## config.mk

```make
export PLATFORM = sky130hd
export DESIGN_NAME = hit_target
export DESIGN_NICKNAME = d
export VERILOG_FILES = /design/src/rtl/ht_pkg.sv /design/src/rtl/ht_hdr_view.sv /design/src/rtl/ht_hit_match.sv /design/src/rtl/hit_target.sv
export SDC_FILE = /design/constraint.sdc
export NUM_CORES = 1
export LEC_CHECK = 0
export BUFFER_PORTS_ARGS = -buffer_cell sky130_fd_sc_hd__buf_2
export CAP_MARGIN = 20
export CORE_ASPECT_RATIO = 2
export CORE_MARGIN = 3
export CORE_UTILIZATION = 61
export DETAILED_ROUTE_END_ITERATION = 10
export PLACE_DENSITY = 0.81
export SLEW_MARGIN = 30
export SYNTH_ARGS = -nofsm -noshare
export SYNTH_HDL_FRONTEND = slang
export SYNTH_HIERARCHICAL = 1
export SYNTH_SLANG_ARGS = --single-unit
```

## constraint.sdc

```tcl
create_clock -name clk -period 5.3 [get_ports clk]
set_input_delay 1.06 -clock clk [delete_from_list [all_inputs] [get_ports clk]]
set_output_delay 1.06 -clock clk [all_outputs]
set_load 0.01 [all_outputs]
```

## src/rtl/ht_pkg.sv

```systemverilog
`timescale 1ns/1ps
package ht_pkg;

    localparam int NUM_KINDS  = 3;
    localparam int HDR_FIXED  = 16;
    localparam int NAME_MAX   = 12;

    typedef enum logic [0:0] {
        ST_IDLE = 1'b0,
        ST_RUN  = 1'b1
    } ht_state_e;

    typedef enum logic [1:0] {
        KIND_PLAIN = 2'd0,
        KIND_ANY   = 2'd1,
        KIND_EXACT = 2'd2
    } ht_kind_e;

    function automatic ht_kind_e kind_of(input logic [2:0] idx);
        logic [2:0] k;
        k = (idx >= 3'(NUM_KINDS)) ? idx - 3'(NUM_KINDS) : idx;
        return ht_kind_e'(k[1:0]);
    endfunction

    function automatic logic [7:0] kind_data(input ht_kind_e k);
        return (k == KIND_ANY) ? 8'hCE : 8'hFA;
    endfunction

    // Name strings, left-aligned and zero padded to NAME_MAX bytes
    function automatic logic [8*NAME_MAX-1:0] name_str(input logic [2:0] idx);
        logic [8*NAME_MAX-1:0] s;
        unique case (idx)
            3'd0:    s = {"mem-plain",   24'h0};
            3'd1:    s = {"mem-anydata",  8'h0};
            3'd2:    s = {"mem-exact",   24'h0};
            3'd3:    s = {"io-plain",    32'h0};
            3'd4:    s = {"io-anydata",  16'h0};
            3'd5:    s = {"io-exact",    32'h0};
            default: s = '0;
        endcase
        return s;
    endfunction

    function automatic int name_len(input logic [2:0] idx);
        int n;
        unique case (idx)
            3'd0:    n = 9;
            3'd1:    n = 11;
            3'd2:    n = 9;
            3'd3:    n = 8;
            3'd4:    n = 10;
            3'd5:    n = 8;
            default: n = 0;
        endcase
        return n;
    endfunction

endpackage

```

## src/rtl/ht_hdr_view.sv

```systemverilog
`timescale 1ns/1ps
module ht_hdr_view #(
    parameter int ADDR_W   = 12,
    parameter int CNT_W    = 32,
    parameter int MEM_BASE = 2048,
    parameter int IO_BASE  = 128
) (
    input  logic [2:0]        idx_i,
    input  logic [CNT_W-1:0]  cnt_i,
    input  logic [ADDR_W-1:0] addr_i,
    input  logic [2:0]        size_i,
    output logic [31:0]       target_o,
    output logic [7:0]        data_o,
    output logic              fits_o,
    output logic [7:0]        byte_o
);
    import ht_pkg::*;

    localparam int LEN_W = ADDR_W + 1;

    logic [31:0]           cnt32;
    logic [7:0]            fixed_b [HDR_FIXED];
    logic [8*NAME_MAX-1:0] nm;
    logic [ADDR_W-1:0]     pos;
    logic [7:0]            name_b;

    assign cnt32    = 32'(cnt_i);
    assign target_o = (idx_i < 3'(NUM_KINDS)) ? 32'(MEM_BASE) + 32'(idx_i)
                                              : 32'(IO_BASE) + 32'(idx_i);
    assign data_o   = kind_data(kind_of(idx_i));
    assign fits_o   = ({1'b0, addr_i} + LEN_W'(size_i))
                      < LEN_W'(HDR_FIXED + 1 + name_len(idx_i));

    // Fixed part of the header, one generated lane per byte position
    for (genvar b = 0; b < HDR_FIXED; b++) begin : g_fixed
        if (b == 0) begin : g_idx
            assign fixed_b[b] = {5'd0, idx_i};
        end else if (b == 1) begin : g_width
            assign fixed_b[b] = 8'd1;
        end else if (b >= 4 && b < 8) begin : g_off
            assign fixed_b[b] = target_o[8*(b-4) +: 8];
        end else if (b == 8) begin : g_data
            assign fixed_b[b] = data_o;
        end else if (b >= 12) begin : g_cnt
            assign fixed_b[b] = cnt32[8*(b-12) +: 8];
        end else begin : g_pad
            assign fixed_b[b] = 8'd0;
        end
    end

    assign nm  = name_str(idx_i);
    assign pos = addr_i - ADDR_W'(HDR_FIXED);

    always_comb begin
        name_b = 8'd0;
        if (int'(pos) < NAME_MAX) begin
            name_b = nm[(NAME_MAX - 1 - int'(pos))*8 +: 8];
        end
    end

    assign byte_o = (addr_i < ADDR_W'(HDR_FIXED)) ? fixed_b[addr_i[3:0]] : name_b;

endmodule

```

## src/rtl/ht_hit_match.sv

```systemverilog
`timescale 1ns/1ps
module ht_hit_match #(
    parameter int ADDR_W = 12
) (
    input  logic              active_i,
    input  logic              wr_i,
    input  logic              win_i,
    input  logic [ADDR_W-1:0] addr_i,
    input  logic [2:0]        size_i,
    input  logic [7:0]        wdata_i,
    input  logic [31:0]       target_i,
    input  logic [7:0]        data_i,
    input  logic [2:0]        idx_i,
    output logic              hit_o
);
    import ht_pkg::*;

    logic     at_target;
    logic     exact_ok;
    ht_kind_e kind;

    assign kind      = kind_of(idx_i);
    assign at_target = (32'(addr_i) == target_i);
    assign exact_ok  = (size_i == 3'd1) && (wdata_i == data_i);

    always_comb begin
        hit_o = 1'b0;
        if (active_i && wr_i && win_i && at_target) begin
            unique case (kind)
                KIND_ANY:   hit_o = 1'b1;
                KIND_PLAIN: hit_o = exact_ok;
                KIND_EXACT: hit_o = exact_ok;
                default:    hit_o = 1'b0;
            endcase
        end
    end


    always_comb begin
        if (hit_o && kind != KIND_ANY) begin
            exact_hit_chk: assert (size_i == 3'd1 && wdata_i == data_i);
        end
    end

endmodule

```

## src/rtl/hit_target.sv

```systemverilog
`timescale 1ns/1ps
module hit_target #(
    parameter int ADDR_W   = 12,
    parameter int CNT_W    = 32,
    parameter int MEM_BASE = 2048,
    parameter int IO_BASE  = 128
) (
    input  logic              clk,
    input  logic              rst,
    input  logic              bus_region,
    input  logic [ADDR_W-1:0] bus_addr,
    input  logic [2:0]        bus_size,
    input  logic [7:0]        bus_wdata,
    input  logic              bus_wr,
    input  logic              bus_rd,
    output logic [7:0]        bus_rdata
);
    import ht_pkg::*;

    localparam int NUM_REGIONS = 2;

    ht_state_e        state_q, state_d;
    logic [2:0]       idx_q;
    logic [CNT_W-1:0] cnt_q;
    logic [1:0]       win_ok;
    logic             in_win;
    logic             sel_wr, sel_go;
    logic [2:0]       new_idx;
    logic [31:0]      target;
    logic [7:0]       data_b;
    logic             fits;
    logic [7:0]       hdr_b;
    logic             hit;
    logic             active;

    // Window decode: memory spans 2*MEM_BASE, I/O spans 2*IO_BASE
    for (genvar r = 0; r < NUM_REGIONS; r++) begin : g_win
        localparam int SPAN = (r == 0) ? 2 * MEM_BASE : 2 * IO_BASE;
        assign win_ok[r] = ({1'b0, bus_addr} < (ADDR_W+1)'(SPAN));
    end

    assign in_win  = win_ok[bus_region];
    assign active  = (state_q == ST_RUN);
    assign sel_wr  = bus_wr && in_win && (bus_addr == '0);
    assign sel_go  = sel_wr && (bus_wdata < 8'(NUM_KINDS));
    assign new_idx = (bus_region ? 3'(NUM_KINDS) : 3'd0) + {1'b0, bus_wdata[1:0]};

    ht_hdr_view #(
        .ADDR_W(ADDR_W), .CNT_W(CNT_W), .MEM_BASE(MEM_BASE), .IO_BASE(IO_BASE)
    ) u_view (
        .idx_i(idx_q), .cnt_i(cnt_q), .addr_i(bus_addr), .size_i(bus_size),
        .target_o(target), .data_o(data_b), .fits_o(fits), .byte_o(hdr_b)
    );

    ht_hit_match #(.ADDR_W(ADDR_W)) u_match (
        .active_i(active), .wr_i(bus_wr && !sel_wr), .win_i(in_win),
        .addr_i(bus_addr), .size_i(bus_size), .wdata_i(bus_wdata),
        .target_i(target), .data_i(data_b), .idx_i(idx_q), .hit_o(hit)
    );

    // Next-state logic
    always_comb begin
        state_d = state_q;
        unique case (state_q)
            ST_IDLE: if (sel_wr) state_d = sel_go ? ST_RUN : ST_IDLE;
            ST_RUN:  if (sel_wr) state_d = sel_go ? ST_RUN : ST_IDLE;
            default: state_d = ST_IDLE;
        endcase
    end

    // State register
    always_ff @(posedge clk) begin
        if (rst) state_q <= ST_IDLE;
        else     state_q <= state_d;
    end

    // Outputs and datapath registers
    always_ff @(posedge clk) begin
        if (rst) begin
            idx_q     <= 3'd0;
            cnt_q     <= '0;
            bus_rdata <= 8'd0;
        end else begin
            if (sel_go) begin
                idx_q <= new_idx;
                cnt_q <= '0;
            end else if (hit) begin
                cnt_q <= cnt_q + 1'b1;
            end
            if (bus_rd) begin
                bus_rdata <= (active && in_win && fits) ? hdr_b : 8'd0;
            end
        end
    end


    sel_stop_chk: assert property (@(posedge clk) disable iff (rst)
        (bus_wr && in_win && bus_addr == '0 && bus_wdata >= 8'd3) |=> !active);


    sel_go_clr_chk: assert property (@(posedge clk) disable iff (rst)
        (bus_wr && in_win && bus_addr == '0 && bus_wdata < 8'd3) |=> (active && cnt_q == '0));


    cnt_step_chk: assert property (@(posedge clk) disable iff (rst)
        !$past(sel_go) |-> (cnt_q == $past(cnt_q) || cnt_q == $past(cnt_q) + 1'b1));


    cnt_src_chk: assert property (@(posedge clk) disable iff (rst)
        (!$past(sel_go) && cnt_q != $past(cnt_q)) |-> ($past(bus_wr) && $past(active)));


    rd_idle_zero_chk: assert property (@(posedge clk) disable iff (rst)
        (bus_rd && !active) |=> (bus_rdata == 8'd0));


    io_win_chk: assert property (@(posedge clk) disable iff (rst)
        (bus_wr && bus_region && 32'(bus_addr) >= 32'(2*IO_BASE)) |=> $stable(cnt_q));

endmodule

```

==> flow_summary_export.csv, run 1 <==
group,metric,value,unit
sta,period_share,77.1,%
sta,fin_worst_skew,0.00870,ns
routing,wl_per_cell,17.1,microns
run,maxCapViolCount,0,
sta,setup_viol,0,
sta,worst_pin_slew,0.871,ns
sta,grt_setup_unrepaired,"false",
finish,diodes,0,
global_route,grt_usage,28.5,%
routing,via_per_inst,6.13,
finish,nets,588,
finish,syn_to_final_growth,4.78,%
worst_hold_path,hp-start,"cnt_q[28]$_SDFFE_PP0P_",
placement,port_buffers,35,
routing,vias,3842,
power,p_per_area,181,nW/um^2
placement,dpl.hpwl,8220,microns
routing,routed_wirelength,10700,microns
power,p_total,0.000777,W
clocking,cts_max_level,2,
global_route,grt.overflow.total,0,
synthesis,yosys.area.top_type,"dfxtp_1",
routing,drt_iter0_drc,207,
clocking,clk_pin_slew,0.07,ns
worst_setup_path,regToRegEndpoint,"cnt_q[26]$_SDFFE_PP0P_",
synthesis,syn_area,4110,sq um
placement,dpl_worst_slack,1.05,ns
routing,firstDrtPassIters,5,
die,die_h,122,microns
die,die-area,7810,sq um
synthesis,synth-edff-count,0,
worst_setup_path,regToRegSetupSlack,1.22,ns
sta,hold_viol,0,
die,ios,36,
sta,tns,0,ns
synthesis,synth_warnings,6,
clocking,cts_buffer_depth,2,
clocking,ctsHoldBuffers,0,
worst_setup_path,crit_arrival,4.30,ns
clocking,cts_tree,"yes",
worst_setup_path,required,5.52,ns
sta,holdWs,0.517,ns
clocking,clock_sinks,44,
worst_setup_path,critical_path.startpoint_type,"flop",
clocking,cts_setup_buffers,0,
worst_setup_path,critical_path_class,"flop to flop",
die,die_w,64.0,microns
sta,layout_setup_ws,1.22,ns
power,power.leakage,1.70,nW
clocking,clock_latency,0.29,ns
worst_setup_path,ff2ff_path_depth,14,
clocking,cts_buffers,5,
global_route,antenna_found_initial,0,
synthesis,ys_async_sr_fraction,0,%
synthesis,synth.avg_cell_area,7.81,sq um
worst_setup_path,endpoint_kind,"flop",
die,coreArea,6410,sq um
routing,drtAntennaViolNets,0,
global_route,grt_pass1_vias,3726,
synthesis,ys_types,65,
finish,stdcell_count,627,
routing,route.detailed.drc,0,
sta,slew_violations,0,
global_route,grt_pass1_wl,17400,microns
finish,final_layout_size_suffix_gt1_share,13.3,%
synthesis,netlist_top_cells_count,"nor2_1, a21oi_1, dfxtp_1, buf_4, xor2_1",
die,start_util,64.0,%
worst_hold_path,min_to,"cnt_q[28]$_SDFFE_PP0P_",
synthesis,synth.area.top_cells,"dfxtp_1, buf_4, xor2_1, nor2_1, ha_1",
sta,max_freq,0.245,GHz
worst_hold_path,min_path_cells,2,
synthesis,synthCells,526,
synthesis,yosysMostFrequentCell,"nor2_1",
placement,placedCellCount,619,
die,rows,41,
global_route,grt_max_degree,39,
synthesis,ys_seq_elements,44,
clocking,root_buffer,"clkbuf_16",
worst_setup_path,r2r_start,"idx_q[0]$_SDFFE_PP0P_",
run_status,status,"complete, no violations",
placement,place_congestion,0.960,
sta,min_period,4.08,ns
synthesis,yosysSeqAreaShare,21.5,%
worst_setup_path,crit_fanout,12,
clocking,ctsResizeCount,0,
synthesis,synth_flop_cell,"dfxtp_1",
power,peakVddDrop,0.182,mV
synthesis,yosysTopAreaCellShare,21.5,%
worst_hold_path,hold_class,"flop to flop",
sta,maxSlewHeadroom,41.4,%
-- sequential cells by signal (all words and copies together), names as in the netlist, named ones only --
register / cells
bus_rdata: 8
cnt_q: 32
idx_q: 3
-- per-layer routing --
metal | wire (microns) | share of wire, % | vias to the layer above | track usage, %
met3 | 377 | 3.5 | 66 | 3.23
met1 | 3690 | 34 | 1779 | 27.4
met2 | 5870 | 55 | 157 | 53.5
met4 | 779 | 7.3 | 0 | 21.1
li1 | - | - | 1840 | -
met5 | 0 | 0 | - | 0
-- layout by cell type (no fill, tap or decap), drive strengths merged, types with 4 or more instances in the layout --
cell type / instances
and2: 4
and4: 5
nand3: 18
dfxtp: 44
mux4: 5
nor4: 11
buf: 40
o22ai: 4
and3: 5
mux2i: 6
mux2: 5
nor3: 9
nor2b: 12
xor2: 28
nand2: 25
clkbuf: 6
conb: 32
o32ai: 4
o31ai: 7
xnor2: 24
inv: 17
nor3b: 5
nand2b: 8
or3: 6
or4: 4
a21oi: 44
ha: 18
o21ai: 17
nor2: 65
nand4: 18
-- worst max path at each step --
stage | startpoint | to | slack, ns | depth (start not counted)
after floorplan | idx_q[0]$_SDFFE_PP0P_ | cnt_q[26]$_SDFFE_PP0P_ | 1.62 | 16
after global placement | bus_addr[2] | cnt_q[24]$_SDFFE_PP0P_ | 1.19 | 13
after detailed placement | bus_addr[2] | cnt_q[26]$_SDFFE_PP0P_ | 1.05 | 13
after CTS | idx_q[0]$_SDFFE_PP0P_ | cnt_q[26]$_SDFFE_PP0P_ | 1.24 | 14
after global routing | idx_q[0]$_SDFFE_PP0P_ | cnt_q[26]$_SDFFE_PP0P_ | 0.91 | 14
final | idx_q[0]$_SDFFE_PP0P_ | cnt_q[26]$_SDFFE_PP0P_ | 1.22 | 14
-- kinds of logic after synthesis --
group / after synthesis / share of synthesized area, %
AOI/OAI and AO/OA: 106 / 16.1
xor gates and xnor gates: 52 / 11.1
adders and majority gates: 20 / 6.46
buffers and inverters: 80 / 11.1
DFF: 44 / 21.5
muxes: 16 / 5.58
other: 2 / 0.183
and+or+nand+nor: 206 / 28.0
-- stage by stage --
step,area [sq um],utilization [%]
after floorplan,4220,-
after global placement,4150,64.7
after CTS,4300,67.1
final,4300,67.1
after detailed placement,4150,64.7
after global routing,4300,67.1
-- where the power goes --
group	leakage, nW	total, W	switching (W)	internal [W]
logic	1.28	0.000129	0.0000790	0.0000496
clock network	0.0691	0.000318	0.000130	0.000187
registers	0.354	0.000331	0.0000000000763	0.000331
total	1.70	0.000777	0.000210	0.000568
-- critical path: stages (launching register included) --
cell and delay (ns):
dfxtp_1 0.60, ha_1 0.40, nor2_1 0.15, o31ai_1 0.21
buf_4 0.18, inv_1 0.07, xnor2_1 0.16, nand3_1 0.09
nor3_1 0.24, o2111a_1 0.38, nand4_2 0.20, nor4_4 0.44
nand3_2 0.27, or4_1 0.46, a21oi_1 0.15
-- area by class of cell --
| class | count | area [sq um] |
|---|---|---|
| fillers | 560 | 2110 |
| flip-flops and latches | 44 | 881 |
| inverters | 17 | 63.8 |
| repair buffers | 40 | 213 |
| well taps | 86 | 108 |
| clock inverters | 2 | 15.0 |
| multi-input cells | 432 | 2880 |
| clock buffers | 6 | 139 |
No activity file was read; power rests on OpenSTA's default activity.
==> inputs of run 2 (changes only) <==
clock period = 4.17 ns   (was 5.3 ns; I/O delays follow)
==> run 2 against run 1 <==
Net effect:
- register-to-register slack got worse by 0.84 ns
- cell area is 0.79% higher
- clock power up 43%
- die area did not move
- routed wire length shrank 1.8%
- combinational power rose by 27%
==> flow_summary_export.csv, run 2 (synthesis results as in run 1) <==
group,metric,value,unit
run_status,status,"complete, no violations",
finish,filler_cell_count,552,
clocking,cts_tree,"yes",
worst_setup_path,crit_arrival,4.02,ns
worst_setup_path,regToRegEndpoint,"cnt_q[28]$_SDFFE_PP0P_",
routing,via_per_inst,6.13,
global_route,grt_max_degree,33,
finish,final_common_cell,"nor2_1",
global_route,grt_pass1_vias,3662,
sta,hold_viol,0,
sta,max_freq,0.263,GHz
routing,wl_met3,476,microns
routing,wl_met1,3520,microns
die,die-area,7810,sq um
sta,setup_viol,0,
run,maxCapViolCount,0,
clocking,clk_pin_slew,0.07,ns
power,power.leakage,1.73,nW
sta,worst_pin_slew,0.603,ns
finish,reg.largest.list,"cnt_q (32), bus_rdata (8), idx_q (3)",
power,p_seq_share,40.5,%
sta,min_period,3.80,ns
global_route,grt_pass1_wl,17000,microns
power,internal_power,0.000768,W
power,peakVddDrop,0.312,mV
worst_setup_path,required,4.39,ns
clocking,clock_sinks,44,
worst_setup_path,crit_fanout,11,
finish,final_cell_area,4340,sq um
power,p_per_area,239,nW/um^2
clocking,cts_buffer_depth,2,
sta,maxSlewHeadroom,59.8,%
sta,fin_worst_skew,0.00749,ns
placement,port_buffers,35,
power,sw_frac_of_total,26.0,%
finish,final_layout_size_suffix_gt1_share,13.8,%
routing,met2_length,5620,microns
die,ios,36,
power,clkPwrFrac,43.8,%
clocking,clock_latency,0.29,ns
sta,slew_violations,0,
worst_setup_path,ff2ff_path_depth,13,
worst_setup_path,critical_path_class,"flop to flop",
routing,firstDrtPassIters,6,
routing,routed_wirelength,10500,microns
worst_setup_path,r2r_start,"idx_q[1]$_SDFFE_PP0P_",
finish,syn_to_final_growth,5.61,%
power,p_switching,0.000270,W
finish,nets,590,
worst_setup_path,critical_path.startpoint_type,"flop",
clocking,cts_buffers,5,
sta,layout_setup_ws,0.373,ns
sta,grt_setup_unrepaired,"false",
finish,layout_common_cells,"nor2_1, a21oi_1, dfxtp_1",
sta,period_share,91.0,%
die,start_util,64.0,%
worst_hold_path,hold_class,"flop to flop",
die,rows,41,
power,combinationalPowerShare,15.8,%
worst_hold_path,min_path_cells,2,
routing,routed.top_layer,"met4",
clocking,cts_max_level,2,
placement,place_congestion,1.00,
sta,tns,0,ns
die,die_w,64.0,microns
die,die_h,122,microns
global_route,grt.overflow.total,0,
placement,place_area,4160,sq um
finish,diodes,0,
die,coreArea,6410,sq um
routing,wl_per_cell,16.7,microns
worst_setup_path,regToRegSetupSlack,0.37,ns
routing,vias,3855,
placement,dpl_worst_slack,0.245,ns
routing,drt_iter0_drc,184,
finish,largest_reg_flops,32,
routing,drtAntennaViolNets,0,
routing,route.detailed.drc,0,
global_route,grt_usage,27.9,%
worst_setup_path,endpoint_kind,"flop",
placement,dpl.hpwl,8150,microns
global_route,antenna_found_initial,0,
clocking,root_buffer,"clkbuf_16",
finish,regMostFlops,"cnt_q",
-- run 2: cell count changes in the layout (fill, tap and decap cells not counted), sizes merged --
cell / previous run / this run
buf: 40 / 42
bufinv: 0 / 1
clkbuf: 6 / 5
clkinvlp: 2 / 1
inv: 17 / 18
-- run 2: power groups by stage --
stage	logic [W]	clock network, W	registers (W)
after CTS	0.000160	0.000457	0.000420
final	0.000164	0.000454	0.000420
after global placement	0.000156	0	0.000430
after global routing	0.000181	0.000476	0.000420
after detailed placement	0.000159	0	0.000430
after floorplan	0.000133	0	0.000430
-- run 2: cell type report --
cell class / count / area (sq um) / area share [%]
repair buffers: 42 / 228 / 5.25
multi-input cells: 432 / 2880 / 66.5
well taps: 86 / 108 / 2.48
clock buffers: 5 / 125 / 2.89
inverters: 17 / 63.8 / 1.47
flip-flops and latches: 44 / 882 / 20.3
clock inverters: 3 / 46.3 / 1.07
-- run 2: what timing repair did --
| action | 4_1_cts | 5_1_grt |
|---|---|---|
| setup buffers | 0 | 0 |
| hold buffers | 0 | 0 |
| resized for setup | 0 | 1 |
| endpoints found under the setup margin | 0 | 5 |
-- run 2: how the worst max path moves through the flow --
stage                                startpoint                     end  slack, ns  depth (start not counted)
after floorplan           idx_q[0]$_SDFFE_PP0P_  cnt_q[26]$_SDFFE_PP0P_       0.49                         16
after global routing      idx_q[1]$_SDFFE_PP0P_  cnt_q[24]$_SDFFE_PP0P_       0.04                         13
after global placement    idx_q[0]$_SDFFE_PP0P_  cnt_q[28]$_SDFFE_PP0P_       0.39                         13
final                     idx_q[1]$_SDFFE_PP0P_  cnt_q[28]$_SDFFE_PP0P_       0.37                         13
after CTS                 idx_q[0]$_SDFFE_PP0P_  cnt_q[26]$_SDFFE_PP0P_       0.22                         13
after detailed placement  idx_q[0]$_SDFFE_PP0P_  cnt_q[26]$_SDFFE_PP0P_       0.25                         13
-- run 2: critical path: stages (launching register included) --
cell	delay, ns
dfxtp_1	0.50
ha_1	0.40
nor2_1	0.17
o31ai_1	0.31
buf_4	0.20
xnor2_1	0.11
nand4_1	0.11
nor3_1	0.24
o2111a_1	0.27
nand4_2	0.15
nor4_4	0.37
nand3_2	0.27
or4_1	0.46
a21oi_1	0.14
-- run 2: per-layer routing --
layer | track usage (%) | vias up
met5 | 0 | -
met4 | 23.5 | 0
met3 | 4.15 | 68
met2 | 51.3 | 171
met1 | 26.1 | 1774
li1 | - | 1842
-- run 2: metrics by stage --
step	power, W	utilization, %	hold slack [ns]	instances
after floorplan	0.000563	-	0.455	556
after global placement	0.000586	64.9	0.466	621
after detailed placement	0.000589	64.9	0.476	621
after CTS	0.00104	67.6	0.503	629
after global routing	0.00108	67.6	0.533	629
final	0.00104	67.6	0.503	629
==> inputs of run 3 (changes only) <==
SETUP_SLACK_MARGIN = 0.4   (was unset)
==> run 3 against run 2 <==
Net effect:
- non-clock buffer count is 3 higher
- clock skew hardly changed
- cell count is 0.48% higher
- setup slack better by 0.27 ns
- register-to-register slack better by 0.29 ns
- highest routed layer unchanged
- sequential power hardly changed
- worst hold slack better by 0.0029 ns
- sequential share of layout area is 0.13 points lower
- fmax is 7.5% higher
- global-route usage hardly changed
==> flow_summary_export.csv, run 3 (synthesis results as in run 1) <==
group,metric,value,unit
finish,largest_reg_flops,32,
power,peakVddDrop,0.312,mV
finish,final_common_cell,"nor2_1",
sta,maxSlewHeadroom,59.3,%
placement,dpl.hpwl,8150,microns
sta,period_share,84.7,%
sta,worst_pin_slew,0.611,ns
worst_setup_path,crit_fanout,17,
worst_setup_path,critical_path.startpoint_type,"input pin",
clocking,cts_tree,"yes",
finish,layout_common_cells,"nor2_1, a21oi_1, dfxtp_1",
global_route,grt_usage,27.9,%
placement,placedCellCount,621,
clocking,ctsHoldBuffers,0,
sta,max_freq,0.283,GHz
run_status,status,"complete, no violations",
clocking,cts_max_level,2,
clocking,cts_buffer_depth,2,
worst_setup_path,endpoint_kind,"flop",
power,power.leakage,1.74,nW
global_route,grt.overflow.total,0,
die,die_w,64.0,microns
routing,firstDrtPassIters,7,
global_route,antenna_found_initial,0,
routing,wl_per_cell,16.9,microns
finish,diodes,0,
finish,fin_util,68.4,%
global_route,grt_pass1_vias,3663,
finish,reg.largest.list,"cnt_q (32), bus_rdata (8), idx_q (3)",
finish,stdcell_count,632,
die,ios,36,
sta,setup_viol,0,
die,rows,41,
global_route,grt_pass1_wl,17000,microns
finish,syn_to_final_growth,6.73,%
routing,route.detailed.drc,0,
finish,regMostFlops,"cnt_q",
worst_hold_path,hold_class,"flop to flop",
sta,fin_worst_skew,0.00728,ns
sta,tns,0,ns
die,die_h,122,microns
finish,nets,593,
sta,min_period,3.53,ns
sta,holdWs,0.506,ns
power,p_total,0.00104,W
die,start_util,64.0,%
routing,via_per_inst,6.20,
clocking,cts_buffers,5,
routing,drtAntennaViolNets,0,
finish,final_layout_size_suffix_gt1_share,15.0,%
routing,drt_iter0_drc,227,
sta,hold_viol,0,
run,maxCapViolCount,0,
clocking,clk_pin_slew,0.06,ns
die,coreArea,6410,sq um
routing,vias,3917,
clocking,clock_sinks,44,
placement,port_buffers,35,
sta,slew_violations,0,
worst_setup_path,crit_arrival,3.75,ns
clocking,clock_latency,0.29,ns
sta,grt_setup_unrepaired,"false",
routing,routed_wirelength,10700,microns
worst_setup_path,required,4.39,ns
power,p_per_area,237,nW/um^2
worst_setup_path,critical_path_class,"input pin to flop",
global_route,grt_max_degree,33,
clocking,root_buffer,"clkbuf_16",
die,die-area,7810,sq um
placement,place_congestion,1.00,
run 3: critical path, cell delays in order:
cell      delay (ns)
buf_2           0.28
nor3_1          0.14
nand4_1         0.16
and2_1          0.14
nor4bb_1        0.31
nand4_1         0.13
nor2_1          0.12
o2111a_1        0.26
nand4_2         0.15
nor4_4          0.39
buf_4           0.19
nand4_1         0.15
or3_1           0.36
a21oi_1         0.14
run 3: stage by stage:
| stage | worst slack (ns) | cell area (sq um) |
|---|---|---|
| floorplan | 0.491 | 4220 |
| global placement | 0.390 | 4160 |
| detailed placement | 0.245 | 4160 |
| CTS | 0.463 | 4340 |
| global route | 0.395 | 4380 |
| finish | 0.639 | 4380 |
run 3: cell type report:
cell class | count | area, sq um
well taps | 86 | 108
clock inverters | 3 | 46.3
multi-input cells | 432 | 2900
flip-flops and latches | 44 | 886
inverters | 17 | 63.8
clock buffers | 5 | 125
fillers | 543 | 2030
repair buffers | 45 | 253
run 3: report_power, final:
| group | switching (W) | internal, W | leakage, nW |
|---|---|---|---|
| registers | 0.000000000153 | 0.000419 | 0.355 |
| clock network | 0.000170 | 0.000284 | 0.0804 |
| logic | 0.000101 | 0.0000639 | 1.31 |
run 3: per-layer routing:
layer | up-vias | wire length (microns) | track usage (%)
met5 | - | 0 | 0
met4 | 0 | 888 | 23.5
met3 | 69 | 487 | 4.15
met2 | 161 | 5720 | 51.3
met1 | 1836 | 3610 | 26.2
li1 | 1851 | - | -
run 3: path summary, 6_finish.rpt:
| kind | to | slack (ns) | startpoint | depth (start not counted) |
|---|---|---|---|---|
| setup / recovery | cnt_q[29]$_SDFFE_PP0P_ | 0.64 | bus_addr[1] | 14 |
| setup reg to reg | cnt_q[29]$_SDFFE_PP0P_ | 0.66 | idx_q[0]$_SDFFE_PP0P_ | 14 |
| hold / removal | cnt_q[31]$_SDFFE_PP0P_ | 0.51 | cnt_q[31]$_SDFFE_PP0P_ | 2 |
| hold reg to reg | cnt_q[31]$_SDFFE_PP0P_ | 0.51 | cnt_q[31]$_SDFFE_PP0P_ | 2 |
run 3: what timing repair did:
action | in CTS | in global routing
setup buffers | 0 | 3
resized for setup | 2 | 6
endpoints found under the setup margin | 6 | 6
gates cloned | 0 | 0
pin swaps | 1 | 1
